File: config.mk
export PLATFORM = sky130hd
export DESIGN_NAME = pport_rx
export DESIGN_NICKNAME = d
export VERILOG_FILES = /design/src/rtl/pport_pkg.sv /design/src/rtl/pport_sync.sv /design/src/rtl/pport_fifo.sv /design/src/rtl/pport_hs_fsm.sv /design/src/rtl/pport_rx.sv
export SDC_FILE = /design/constraint.sdc
export NUM_CORES = 1
export LEC_CHECK = 0
export BUFFER_PORTS_ARGS = -buffer_cell sky130_fd_sc_hd__buf_2
export CORE_ASPECT_RATIO = 0.75
export CORE_UTILIZATION = 58
export DETAILED_ROUTE_END_ITERATION = 10
export PLACE_DENSITY = 0.79
export SLEW_MARGIN = 30
export SYNTH_ARGS = -nofsm -noshare
export SYNTH_HDL_FRONTEND = slang
export SYNTH_HIERARCHICAL = 1
export SYNTH_SLANG_ARGS = --single-unit
File: constraint.sdc
create_clock -name clk -period 2.7 [get_ports clk]
set_input_delay 0.81 -clock clk [delete_from_list [all_inputs] [get_ports clk]]
set_output_delay 0.81 -clock clk [all_outputs]
set_load 0.01 [all_outputs]
File: src/rtl/pport_pkg.sv
package pport_pkg;

    typedef enum logic [2:0] {
        HS_IDLE  = 3'd0,
        HS_QUAL  = 3'd1,
        HS_PUSH  = 3'd2,
        HS_ACK   = 3'd3,
        HS_FLUSH = 3'd4
    } hs_state_t;

endpackage

File: src/rtl/pport_sync.sv
module pport_sync #(
    parameter int           W       = 1,
    parameter logic [W-1:0] RST_VAL = '0
) (
    input  logic         clk,
    input  logic         rst_n,
    input  logic [W-1:0] d,
    output logic [W-1:0] q
);
    logic [W-1:0] meta;

    always_ff @(posedge clk or negedge rst_n) begin
        if (!rst_n) begin
            meta <= RST_VAL;
            q    <= RST_VAL;
        end else begin
            meta <= d;
            q    <= meta;
        end
    end
endmodule

File: src/rtl/pport_fifo.sv
module pport_fifo #(
    parameter int W     = 8,
    parameter int DEPTH = 4
) (
    input  logic         clk,
    input  logic         rst_n,
    input  logic         flush,
    input  logic         push,
    input  logic [W-1:0] din,
    input  logic         pop,
    output logic [W-1:0] dout,
    output logic         empty,
    output logic         full
);
    localparam int AW = $clog2(DEPTH);

    logic [W-1:0] mem [DEPTH];
    logic [AW-1:0] wr_ptr, rd_ptr;
    logic [AW:0]   level;
    logic          do_push, do_pop;

    assign full    = (level == (AW+1)'(DEPTH));
    assign empty   = (level == '0);
    assign do_push = push && !full && !flush;
    assign do_pop  = pop && !empty && !flush;
    assign dout    = mem[rd_ptr];

    always_ff @(posedge clk or negedge rst_n) begin
        if (!rst_n) begin
            wr_ptr <= '0;
            rd_ptr <= '0;
            level  <= '0;
        end else if (flush) begin
            wr_ptr <= '0;
            rd_ptr <= '0;
            level  <= '0;
        end else begin
            if (do_push) wr_ptr <= wr_ptr + AW'(1);
            if (do_pop)  rd_ptr <= rd_ptr + AW'(1);
            unique case ({do_push, do_pop})
                2'b10:   level <= level + (AW+1)'(1);
                2'b01:   level <= level - (AW+1)'(1);
                default: level <= level;
            endcase
        end
    end

    always_ff @(posedge clk) begin
        if (do_push) mem[wr_ptr] <= din;
    end
endmodule

File: src/rtl/pport_hs_fsm.sv
module pport_hs_fsm
    import pport_pkg::*;
#(
    parameter int W       = 8,
    parameter int FILT_W  = 8,
    parameter int ACK_CYC = 250
) (
    input  logic              clk,
    input  logic              rst_n,
    input  logic              stb_s,
    input  logic              init_act,
    input  logic [FILT_W-1:0] min_stb,
    input  logic [W-1:0]      pdata,
    input  logic              fifo_full,
    output logic              push,
    output logic [W-1:0]      push_data,
    output logic              busy,
    output logic              ack_n
);
    localparam int ACK_W = (ACK_CYC > 1) ? $clog2(ACK_CYC) : 1;

    hs_state_t         state, nxt;
    logic              stb_prev;
    logic              stb_fall;
    logic [FILT_W-1:0] filt_cnt;
    logic [FILT_W-1:0] min_eff;
    logic [ACK_W-1:0]  ack_cnt;
    logic [W-1:0]      byte_q;

    assign stb_fall  = stb_prev && !stb_s;
    assign min_eff   = (min_stb == '0) ? FILT_W'(1) : min_stb;
    assign push_data = byte_q;

    // state register
    always_ff @(posedge clk or negedge rst_n) begin
        if (!rst_n) state <= HS_IDLE;
        else        state <= nxt;
    end

    // next-state logic
    always_comb begin
        nxt = state;
        unique case (state)
            HS_IDLE:  if (stb_fall) nxt = HS_QUAL;
            HS_QUAL: begin
                if (stb_s)                   nxt = HS_IDLE;
                else if (filt_cnt >= min_eff) nxt = HS_PUSH;
            end
            HS_PUSH:  if (!fifo_full) nxt = HS_ACK;
            HS_ACK:   if (ack_cnt == ACK_W'(ACK_CYC - 1)) nxt = HS_IDLE;
            HS_FLUSH: nxt = HS_IDLE;
            default:  nxt = HS_IDLE;
        endcase
        if (init_act) nxt = HS_FLUSH;
    end

    // counters and byte latch
    always_ff @(posedge clk or negedge rst_n) begin
        if (!rst_n) begin
            stb_prev <= 1'b1;
            filt_cnt <= '0;
            ack_cnt  <= '0;
            byte_q   <= '0;
        end else begin
            stb_prev <= stb_s;
            if (state == HS_QUAL) filt_cnt <= filt_cnt + FILT_W'(1);
            else                  filt_cnt <= FILT_W'(1);
            if (state == HS_ACK)  ack_cnt <= ack_cnt + ACK_W'(1);
            else                  ack_cnt <= '0;
            if (state == HS_QUAL && nxt == HS_PUSH) byte_q <= pdata;
        end
    end

    // outputs
    always_comb begin
        busy  = 1'b0;
        ack_n = 1'b1;
        push  = 1'b0;
        unique case (state)
            HS_IDLE:  ;
            HS_QUAL:  busy = 1'b1;
            HS_PUSH: begin
                busy = 1'b1;
                push = !fifo_full && !init_act;
            end
            HS_ACK: begin
                busy  = 1'b1;
                ack_n = 1'b0;
            end
            HS_FLUSH: ;
            default:  ;
        endcase
    end
endmodule

File: src/rtl/pport_rx.sv
module pport_rx #(
    parameter int DATA_W     = 8,
    parameter int FIFO_DEPTH = 4,
    parameter int FILT_W     = 8,
    parameter int ACK_CYC    = 250
) (
    input  logic              clk,
    input  logic              rst_n,
    input  logic              hst_stb_n,
    input  logic [DATA_W-1:0] hst_data,
    input  logic              hst_init_n,
    input  logic              hst_selin_n,
    output logic              hst_busy,
    output logic              hst_ack_n,
    output logic              hst_pe,
    output logic              hst_sel,
    output logic              hst_fault_n,
    input  logic              cfg_init_en,
    input  logic [FILT_W-1:0] cfg_min_stb,
    input  logic              st_paper_out,
    input  logic              st_online,
    input  logic              st_fault,
    input  logic              rd_en,
    output logic [DATA_W-1:0] rd_data,
    output logic              rd_valid
);
    logic [2:0]        sync_q;
    logic              stb_s, init_s, selin_s;
    logic              init_act;
    logic              hs_push;
    logic [DATA_W-1:0] hs_byte;
    logic              ff_full, ff_empty;

    pport_sync #(.W(3), .RST_VAL(3'b111)) u_sync (
        .clk   (clk),
        .rst_n (rst_n),
        .d     ({hst_stb_n, hst_init_n, hst_selin_n}),
        .q     (sync_q)
    );
    assign {stb_s, init_s, selin_s} = sync_q;
    assign init_act = cfg_init_en && !init_s;

    pport_hs_fsm #(.W(DATA_W), .FILT_W(FILT_W), .ACK_CYC(ACK_CYC)) u_fsm (
        .clk       (clk),
        .rst_n     (rst_n),
        .stb_s     (stb_s),
        .init_act  (init_act),
        .min_stb   (cfg_min_stb),
        .pdata     (hst_data),
        .fifo_full (ff_full),
        .push      (hs_push),
        .push_data (hs_byte),
        .busy      (hst_busy),
        .ack_n     (hst_ack_n)
    );

    pport_fifo #(.W(DATA_W), .DEPTH(FIFO_DEPTH)) u_fifo (
        .clk   (clk),
        .rst_n (rst_n),
        .flush (init_act),
        .push  (hs_push),
        .din   (hs_byte),
        .pop   (rd_en),
        .dout  (rd_data),
        .empty (ff_empty),
        .full  (ff_full)
    );
    assign rd_valid = !ff_empty;

    always_ff @(posedge clk or negedge rst_n) begin
        if (!rst_n) begin
            hst_pe      <= 1'b0;
            hst_sel     <= 1'b0;
            hst_fault_n <= 1'b1;
        end else begin
            hst_pe      <= st_paper_out;
            hst_sel     <= st_online && !selin_s;
            hst_fault_n <= !st_fault;
        end
    end
endmodule

* Yosys cells after proc, flatten, opt, wreduce, memory -nomap -nowiden
Memory sizes are Yosys's and may differ from the RTL's.
Index checks and enable logic that the tools add are counted.
** Operators by class
- Mux-type cells :: 21
- Reductions and logical operators :: 23
- $lt $le $gt $ge :: 1
- Add/sub/neg operators :: 6
- Equality and inequality tests :: 8
** Operator list (count)
- $mux W8 :: 3
- $mux W3 :: 7
- $add A8 B1 Y8 const B :: 2
- $pmux W3 S4 :: 1
- $eq A3 B2 Y1 const B :: 3
- $logic_and A1 B1 Y1 :: 9
- $eq A8 B8 Y1 const B :: 1
- $ge A8 B8 Y1 :: 1
- $logic_not A8 Y1 :: 1
- $mux W2 :: 4
- $logic_not A1 Y1 :: 7
- $logic_not A3 Y1 :: 2
- $pmux W3 S2 :: 1
- $mux W1 :: 5
- $add A2 B1 Y2 const B :: 2
- $reduce_bool A2 Y1 :: 2
- $add A3 B1 Y3 const B :: 1
- $eq A3 B1 Y1 const B :: 1
- $eq A3 B3 Y1 const B :: 1
- $reduce_bool A3 Y1 :: 1
- $reduce_or A3 Y1 :: 1
- $sub A3 B1 Y3 const B :: 1
- $eq A2 B1 Y1 const B :: 1
- $eq A2 B2 Y1 const B :: 1
** Word-level totals
- Bits in registers :: 44
- Word-level logic and storage cells :: 73
- Memories kept :: 1
- Bits of input ports :: 26
- RAM bits :: 32
** Memory list
- u_fifo.mem :: words 4, width 8, rd ports 1, clocked after Yosys merged registers in 0, write ports 1, RTL line pport_fifo.sv:17 : logic [W-1:0] mem [DEPTH];

* Logic depth before layout (Yosys ltp)
Gate-level depths: netlist of the first run.
- Depth after elaboration :: 10
- Gate-level depth with buffers :: 12
- Mapped depth without buffers :: 10

* Cells and area by module
Netlist of the first run, hierarchy kept.
** Modules (own cells, without submodules)
- pport_fifo :: instances 1, cells an instance 107, area an instance 1726.7 sq um
- pport_hs_fsm :: instances 1, cells an instance 134, area an instance 1411.4 sq um
- pport_sync :: instances 1, cells an instance 6, area an instance 157.7 sq um
- pport_rx :: instances 1, cells an instance 7, area an instance 111.4 sq um

* Worst setup path before layout of the first run
Ideal clock, no wire load.
- Path type :: input -> register
- Start point :: input port cfg_min_stb[2]
- End point :: register u_fsm.byte_q[0] (netlist: u_fsm/push_data[0])
- Buffers on the path :: 0
- Stages :: 8
- Arrival time :: 2.431 ns
- Path slack :: 0.144 ns
- Cells stage by stage :: nor4_1 -> a41o_1 -> ha_1 -> and3_2 -> o21ai_0 -> a31o_2 -> a21oi_4 -> mux2_2
** On the way
- Longest elaborated chain between the ends :: 9
** Ends and longest elaborated chain
- from (decl) :: RTL line pport_rx.sv:19 : input logic [FILT_W-1:0] cfg_min_stb,
- $logic_not A8 Y1 :: RTL line pport_hs_fsm.sv:31 : assign min_eff = (min_stb == '0) ? FILT_W'(1) : min_stb;
- $mux W8 (*) :: RTL line pport_hs_fsm.sv:31
- $ge A8 B8 Y1 (*) :: RTL line pport_hs_fsm.sv:47 : else if (filt_cnt >= min_eff) nxt = HS_PUSH;
- $mux W3 (*) :: RTL line pport_hs_fsm.sv:47
- $mux W3 (*) :: RTL line pport_hs_fsm.sv:46 : if (stb_s) nxt = HS_IDLE;
- $pmux W3 S4 (*) :: RTL line pport_hs_fsm.sv:43 : unique case (state)
- $mux W3 (*) :: RTL line pport_hs_fsm.sv:54 : if (init_act) nxt = HS_FLUSH;
- $eq A3 B2 Y1 (*) :: RTL line pport_hs_fsm.sv:70 : if (state == HS_QUAL && nxt == HS_PUSH) byte_q <= pdata;
- $logic_and A1 B1 Y1 (*) :: RTL line pport_hs_fsm.sv:70
- to (signal assigned) :: RTL line pport_hs_fsm.sv:70
- to (decl) :: RTL line pport_hs_fsm.sv:28 : logic [W-1:0] byte_q;
Every way passes the cells marked *; elsewhere a longest branch is shown, timed or not.
A chain may end at the register's enable or synchronous reset.

* Worst setup path after layout of the first run
- Start point :: input port cfg_min_stb[2]
- End point :: register u_fsm.byte_q[2] (netlist: u_fsm/push_data[2])
Same word-level chain as after synthesis.

==> results of run 1 <==
## sequential cells by signal, summed over array words and instances (netlist names), 3 cells and up
name / cells
u_sync/q: 3
u_sync/meta: 3
u_fifo/mem: 32
u_fsm/state: 3
u_fsm/push_data: 8
u_fsm/ack_cnt: 8
u_fsm/filt_cnt: 8
u_fifo/level: 3
## cells in the final DEF, fill, tap and decap left out, types with 4 or more instances in the layout
| cell | n |
|---|---|
| sky130_fd_sc_hd__nand3_1 | 8 |
| sky130_fd_sc_hd__buf_4 | 15 |
| sky130_fd_sc_hd__ha_1 | 15 |
| sky130_fd_sc_hd__buf_2 | 39 |
| sky130_fd_sc_hd__dfstp_2 | 8 |
| sky130_fd_sc_hd__nand2_1 | 8 |
| sky130_fd_sc_hd__and2_1 | 5 |
| sky130_fd_sc_hd__inv_1 | 16 |
| sky130_fd_sc_hd__mux4_2 | 8 |
| sky130_fd_sc_hd__nor2_1 | 27 |
| sky130_fd_sc_hd__xnor2_1 | 4 |
| sky130_fd_sc_hd__nand2b_1 | 5 |
| sky130_fd_sc_hd__o21ai_0 | 7 |
| sky130_fd_sc_hd__dfrtp_1 | 35 |
| sky130_fd_sc_hd__a21oi_1 | 5 |
| sky130_fd_sc_hd__xor2_1 | 9 |
| sky130_fd_sc_hd__nor3_1 | 4 |
| sky130_fd_sc_hd__clkbuf_8 | 9 |
| sky130_fd_sc_hd__mux2_2 | 8 |
| sky130_fd_sc_hd__edfxtp_1 | 32 |
## worst max-delay path by stage
stage | start | endpoint | slack (ps) | cells after the start
2_1_floorplan | cfg_min_stb[2] | u_fsm/push_data[0]$_DFFE_PN0P_ | 140 | 8
3_3_place_gp | cfg_min_stb[2] | u_fsm/push_data[0]$_DFFE_PN0P_ | -110 | 9
3_5_place_dp | cfg_min_stb[2] | u_fsm/push_data[2]$_DFFE_PN0P_ | -150 | 9
4_1_cts | u_fifo/rd_ptr[0]$_DFFE_PN0P_ | rd_data[4] | 20 | 2
5_1_grt | cfg_min_stb[2] | u_fsm/push_data[4]$_DFFE_PN0P_ | 80 | 9
6_report | cfg_min_stb[2] | u_fsm/push_data[2]$_DFFE_PN0P_ | 210 | 9
## cell usage after synthesis, types with 2 or more instances
library cell	number	area, um2
sky130_fd_sc_hd__a21oi_1	5	25.0
sky130_fd_sc_hd__a31o_2	2	17.5
sky130_fd_sc_hd__and2_1	5	31.3
sky130_fd_sc_hd__and3_1	3	18.8
sky130_fd_sc_hd__buf_2	3	15.0
sky130_fd_sc_hd__clkbuf_1	4	15.0
sky130_fd_sc_hd__dfrtp_1	36	901
sky130_fd_sc_hd__dfstp_2	8	210
sky130_fd_sc_hd__edfxtp_1	32	961
sky130_fd_sc_hd__ha_1	15	188
sky130_fd_sc_hd__inv_1	16	60.1
sky130_fd_sc_hd__mux2_2	8	90.1
sky130_fd_sc_hd__mux4_2	8	180
sky130_fd_sc_hd__nand2_1	8	30.0
sky130_fd_sc_hd__nand2b_1	5	31.3
sky130_fd_sc_hd__nand3_1	8	40.0
sky130_fd_sc_hd__nand3b_1	2	15.0
sky130_fd_sc_hd__nor2_1	27	101
sky130_fd_sc_hd__nor2b_1	3	18.8
sky130_fd_sc_hd__nor2b_4	2	27.5
sky130_fd_sc_hd__nor3_1	4	20.0
sky130_fd_sc_hd__o21ai_0	7	35.0
sky130_fd_sc_hd__o22ai_1	3	18.8
sky130_fd_sc_hd__or3_1	3	18.8
sky130_fd_sc_hd__xnor2_1	4	35.0
sky130_fd_sc_hd__xor2_1	9	78.8
## stage by stage
stage	cells	worst slack (ps)	util [%]
floorplan	254	144	-
detailed placement	374	-148	68.4
global placement	374	-113	68.4
finish	390	207	71.8
CTS	390	18.4	71.8
global route	390	82.9	71.8
## where the power goes
part	switching [mW]	total [mW]	internal, mW
Combinational	0.0588	0.121	0.0623
Clock	0.409	0.800	0.391
Sequential	0.0230	1.24	1.22
Total	0.491	2.17	1.67
## worst max-delay path, stage by stage
cell                      delay [ps]
sky130_fd_sc_hd__buf_2           100
sky130_fd_sc_hd__nor4_1          270
sky130_fd_sc_hd__a41o_1          210
sky130_fd_sc_hd__ha_1            110
sky130_fd_sc_hd__and3_2          160
sky130_fd_sc_hd__o21ai_0          70
sky130_fd_sc_hd__a31o_2          280
sky130_fd_sc_hd__a21oi_4         330
sky130_fd_sc_hd__mux2_2          390
## logic make-up after synthesis
kind of cell    Yosys count  share of synthesized area (%)
simple gates             78                           12.3
flops                    76                           60.8
compound gates           29                           6.02
buf+inv                  25                           3.19
mux                      17                           8.23
fa+ha+maj                16                           6.10
xor+xnor                 13                           3.34
## area by class of cell
| cell class | count | area share [%] |
|---|---|---|
| sequential | 76 | 52.5 |
| multi-input combinational | 153 | 31.1 |
| timing repair buffer | 54 | 7.79 |
| clock buffer | 11 | 3.87 |
| tap | 75 | 2.38 |
| inverter | 16 | 1.52 |
| clock inverter | 5 | 0.887 |
## per-layer routing
layer / wire length, um / vias to the layer above
met4: 101 / 0
met3: 287 / 11
met1: 2600 / 980
met2: 2830 / 54
met5: 0 / -
li1: - / 1011
## what timing repair did
action,in CTS,in global routing
resized for setup,0,1
hold buffers,0,0
buffers inserted,0,0
setup endpoints to repair,0,1
hold endpoints to repair,0,0
==> results.sh, run 1 <==
export IMPL_synth_enable_flop_cells=32
export IMPL_post_route_cell_area_mm2=0.00395
export IMPL_post_detail_place_hpwl_um=4110
export IMPL_synth_nets=296
export IMPL_worstPathMaxFanout=9
export IMPL_floorplan_die_height_um=68.4
export IMPL_num_fill_cells=362
export IMPL_maximum_number_of_pins_on_one_net_before_global_route_repair=45
export IMPL_worst_hold_path_num_cells=0
export IMPL_rows=23
export IMPL_final_setup_skew_ps=8.81
export IMPL_setup_viol=0
export IMPL_synth_lib_cells_used_distinct=50
export IMPL_dpl_cell_area_mm2=0.00376
export IMPL_syn_area_per_cell_um2=13.4
export IMPL_r2r_end="u_fifo/level[1]$_DFFE_PN0P_"
export IMPL_detailedRoute_firstPassIterationCount=4
export IMPL_via_count=2056
export IMPL_reg2reg_slack_ps=380
export IMPL_setup_tns_final_ps=0
export IMPL_required_time_worst_endpoint_ps=2940
export IMPL_static_leakage_power_nw=1.69
export IMPL_timing_worst_setup_path_type="primary input to flip-flop"
export IMPL_grtUsageMet1_pct=28.3
export IMPL_grt_antenna_before_repair=0
export IMPL_critical_path_startpoint_type="primary input"
export IMPL_hold_path_startpoint="u_sync/meta[1]$_DFF_PN1_"
export IMPL_postSynth_asyncResetShare_pct=57.9
export IMPL_least_margin_pin_slew_ps=550
export IMPL_cts_sinks=76
export IMPL_fp_dieW_um=90.5
export IMPL_run_status="completed"
export IMPL_grt_met3_usage_pct=6.00
export IMPL_global_route_wire_length_before_repair_um=9880
export IMPL_synth_cell_area_mm2=0.00341
export IMPL_maxCapViolCount=0
export IMPL_drt_wirelength_per_cell_um=14.9
export IMPL_synthCells=254
export IMPL_floorplan_die_area_mm2=0.00619
export IMPL_globalplace_congestion=0.816
export IMPL_multiInputGateArea_mm2=0.00123
export IMPL_cts_root_buf="sky130_fd_sc_hd__clkbuf_8"
export IMPL_clk_pin_slew_worst_paths_ps=80
export IMPL_antenna_cells_inserted=0
export IMPL_initial_core_util_pct=62.0
export IMPL_clk_path_buf_depth=2
export IMPL_grt_util_all_layers_pct=21.9
export IMPL_power_mw=2.17
export IMPL_hold_path_endpoint="u_sync/q[1]$_DFF_PN1_"
export IMPL_postRouteAntennaNets=0
export IMPL_detail_route_iter0_violations=143
export IMPL_globalRoute_totalOverflow=0
export IMPL_route_final_wire_length_um=5820
export IMPL_max_clock_freq_ghz=0.401
export IMPL_cts_htree_levels=3
export IMPL_drc=0
export IMPL_hold_violations=0
export IMPL_final_max_slew_violation_count=0
export IMPL_yosys_most_used_dff="sky130_fd_sc_hd__dfrtp_1"
export IMPL_rsz0062_at_grt="false"
export IMPL_cts_buffers_inserted=9
export IMPL_fin_crit_ps=2490
export IMPL_synthToLayoutAreaGrowth_pct=15.9
export IMPL_grt_pass1_vias=2058
export IMPL_synth_yosys_warnings=6
export IMPL_post_route_cells_drive_above_1_share_pct=33.3
export IMPL_max_slew_margin_pct=63.3
export IMPL_clkLatencyLatePin_ps=350
export IMPL_ios=40
export IMPL_cp_data_arrival_time_ps=2730
export IMPL_cp_end_kind="flip-flop"
export IMPL_min_delay_path_class="flip-flop to flip-flop"
export IMPL_port_buffers=39
export IMPL_tritoncts="done"
export IMPL_ff_latch_area_mm2=0.00207
export IMPL_final_period_utilization_pct=92.3
export IMPL_fp_coreArea_mm2=0.00550
export IMPL_synth_yosys_seq_area_share_pct=60.8
export IMPL_reg2reg_depth=10
export IMPL_pwr_density_cell_mw_per_mm2=548
export IMPL_finish_net_count=352
export IMPL_vdd_ir_drop_worst_v=0.000474
export IMPL_holdWs_ps=358
export IMPL_use_met2_pct=34.9
export IMPL_synth_seq_cells=76
export IMPL_routed_via_density=5.27
export IMPL_globalRoute_busiestLayer="met2"
export IMPL_r2r_start="u_fifo/level[2]$_DFFE_PN0P_"
No activity file was read; power rests on OpenSTA's default activity.
==> run 2: changes to the inputs <==
--- a/config.mk
+++ b/config.mk
@@ -7,9 +7,9 @@
 export LEC_CHECK = 0
 export BUFFER_PORTS_ARGS = -buffer_cell sky130_fd_sc_hd__buf_2
 export CORE_ASPECT_RATIO = 0.75
-export CORE_UTILIZATION = 58
+export CORE_UTILIZATION = 62
 export DETAILED_ROUTE_END_ITERATION = 10
-export PLACE_DENSITY = 0.79
+export PLACE_DENSITY = 0.84
 export SLEW_MARGIN = 30
 export SYNTH_ARGS = -nofsm -noshare
 export SYNTH_HDL_FRONTEND = slang
==> constraint.sdc (replaced) <==
create_clock -name clk -period 2.9 [get_ports clk]
set_input_delay 0.87 -clock clk [delete_from_list [all_inputs] [get_ports clk]]
set_output_delay 0.87 -clock clk [all_outputs]
set_load 0.01 [all_outputs]
==> run 2 against run 1 <==
Global-route usage up 2.0 points; wire length rose by 6.1%; sequential power is 6% lower; critical path depth is 7 lower; via count increased by 1.1%; worst setup slack improved by 34 ps; non-clock buffer count is 9 lower; largest cell class unchanged.
==> results.sh, run 2 (synthesis gave the netlist of run 1 again) <==
export IMPL_cp_end_kind="primary output"
export IMPL_final_setup_skew_ps=10.2
export IMPL_grt_antenna_before_repair=0
export IMPL_via_count=2078
export IMPL_antenna_cells_inserted=0
export IMPL_cts_buffers_inserted=9
export IMPL_cpLargestDelayFamily="flip-flops"
export IMPL_largest_reg_flops=32
export IMPL_clk_path_buf_depth=2
export IMPL_drc=0
export IMPL_initial_core_util_pct=66.9
export IMPL_tritoncts="done"
export IMPL_drt_wirelength_per_cell_um=16.3
export IMPL_worst_slack_ps=241
export IMPL_setup_tns_final_ps=0
export IMPL_slowest_stage="sky130_fd_sc_hd__dfrtp_1"
export IMPL_floorplan_die_area_mm2=0.00580
export IMPL_post_detail_place_hpwl_um=4260
export IMPL_post_cts_setup_buffers=0
export IMPL_cts_resized_gates=0
export IMPL_cp_data_arrival_time_ps=1790
export IMPL_multiInputGateArea_mm2=0.00123
export IMPL_worstPathMaxFanout=9
export IMPL_fin_crit_ps=2660
export IMPL_fp_coreArea_mm2=0.00509
export IMPL_mostFrequentLayoutCells="sky130_fd_sc_hd__buf_2 (39), sky130_fd_sc_hd__dfrtp_1 (36), sky130_fd_sc_hd__edfxtp_1 (32)"
export IMPL_power_switching_mw=0.459
export IMPL_place_inst=362
export IMPL_internal_power_mw=1.59
export IMPL_cts_sinks=76
export IMPL_part_of_the_total_power_dissipated_in_sequential_elements_pct=56.5
export IMPL_grt_util_all_layers_pct=23.9
export IMPL_floorplan_die_height_um=66.2
export IMPL_hold_buffers=0
export IMPL_final_max_slew_violation_count=0
export IMPL_cts_root_buf="sky130_fd_sc_hd__clkbuf_8"
export IMPL_grt_pass1_vias=1999
export IMPL_setup_viol=0
export IMPL_global_route_wire_length_before_repair_um=9870
export IMPL_ios=40
export IMPL_switch_share_pct=22.4
export IMPL_worst_path_buf_inv=1
export IMPL_routed_via_density=5.50
export IMPL_globalRoute_totalOverflow=0
export IMPL_placement_setup_worst_slack_ps=-31.4
export IMPL_min_delay_path_class="flip-flop to flip-flop"
export IMPL_route_final_wire_length_um=6170
export IMPL_final_cell_count_without_fillers=378
export IMPL_globalplace_congestion=0.760
export IMPL_fp_dieW_um=87.6
export IMPL_post_route_cells_drive_above_1_share_pct=31.0
export IMPL_max_slew_margin_pct=61.7
export IMPL_clk_pin_slew_worst_paths_ps=80
export IMPL_pwr_density_cell_mw_per_mm2=528
export IMPL_maxCapViolCount=0
export IMPL_critical_path_startpoint_type="flip-flop"
export IMPL_detail_route_iter0_violations=113
export IMPL_final_period_utilization_pct=91.7
export IMPL_vdd_ir_drop_worst_v=0.000353
export IMPL_hold_violations=0
export IMPL_clkLatencyLatePin_ps=340
export IMPL_num_fill_cells=308
export IMPL_timing_worst_setup_path_type="flip-flop to primary output"
export IMPL_cts_htree_levels=3
export IMPL_register_bank_with_the_most_flops="u_fifo/mem"
export IMPL_maximum_number_of_pins_on_one_net_before_global_route_repair=18
export IMPL_crit_chain="mux4_2 -> buf_2"
export IMPL_synthToLayoutAreaGrowth_pct=13.9
export IMPL_clock_network_power_share_pct=38.0
export IMPL_detailedRoute_firstPassIterationCount=4
export IMPL_static_leakage_power_nw=1.65
export IMPL_cp_slowest_stage_delay_ps=710
export IMPL_postRouteAntennaNets=0
export IMPL_ff_latch_area_mm2=0.00207
export IMPL_rows=22
export IMPL_finish_net_count=343
export IMPL_port_buffers=39
export IMPL_max_clock_freq_ghz=0.376
export IMPL_least_margin_pin_slew_ps=575
export IMPL_rsz0062_at_grt="false"
export IMPL_required_time_worst_endpoint_ps=2030
export IMPL_power_frac_comb_pct=5.5
export IMPL_run_status="completed"
export IMPL_mostFrequentLayoutCell="sky130_fd_sc_hd__buf_2"
==> run 2: cell types whose count changed in the layout (fill, tap and decap cells not counted), sizes merged <==
cell	before	now
buf	54	45
bufinv	0	1
clkbuf	11	10
==> run 2: final cells by class <==
type | count | area share (%)
clock buffer | 10 | 3.29
clock inverter | 6 | 1.68
inverter | 16 | 1.55
multi-input combinational | 153 | 31.6
sequential | 76 | 53.4
tap | 72 | 2.32
timing repair buffer | 45 | 6.19
==> run 2: layer usage <==
| layer | vias up | track usage (%) | wire length, um |
|---|---|---|---|
| li1 | 992 | - | - |
| met1 | 1035 | 33.1 | 2880 |
| met2 | 44 | 35.9 | 2980 |
| met3 | 7 | 6.37 | 247 |
| met4 | 0 | 10.0 | 54 |
| met5 | - | 0 | 0 |
==> run 2: final timing paths <==
check,startpoint,cells after the start,endpoint,slack (ps)
min in group asynchronous,rst_n,1,u_fsm/push_data[2]$_DFFE_PN0P_,410
max in group asynchronous,rst_n,2,u_sync/meta[2]$_DFF_PN1_,1890
max reg2reg,u_fifo/level[1]$_DFFE_PN0P_,10,u_fifo/level[1]$_DFFE_PN0P_,490
max,u_fifo/rd_ptr[0]$_DFFE_PN0P_,2,rd_data[4],240
min reg2reg,u_sync/meta[0]$_DFF_PN1_,0,u_sync/q[0]$_DFF_PN1_,360
min,u_sync/meta[0]$_DFF_PN1_,0,u_sync/q[0]$_DFF_PN1_,360
==> run 2: power groups by stage <==
stage | logic, mW | clock network, mW | registers (mW)
finish | 0.112 | 0.779 | 1.16
global route | 0.125 | 0.842 | 1.16
CTS | 0.113 | 0.800 | 1.16
detailed placement | 0.112 | 0 | 1.18
global placement | 0.107 | 0 | 1.18
floorplan | 0.0674 | 0 | 1.17
==> run 2: metrics by stage <==
step / power, mW / hold WS (ps) / cell area [um2] / utilization (%)
6_report: 2.05 / 358 / 3880 / 76.2
5_1_grt: 2.13 / 361 / 3880 / 76.2
4_1_cts: 2.07 / 358 / 3880 / 76.2
3_5_place_dp: 1.29 / 347 / 3690 / 72.4
3_3_place_gp: 1.29 / 345 / 3690 / 72.4
2_1_floorplan: 1.24 / 345 / 3410 / -
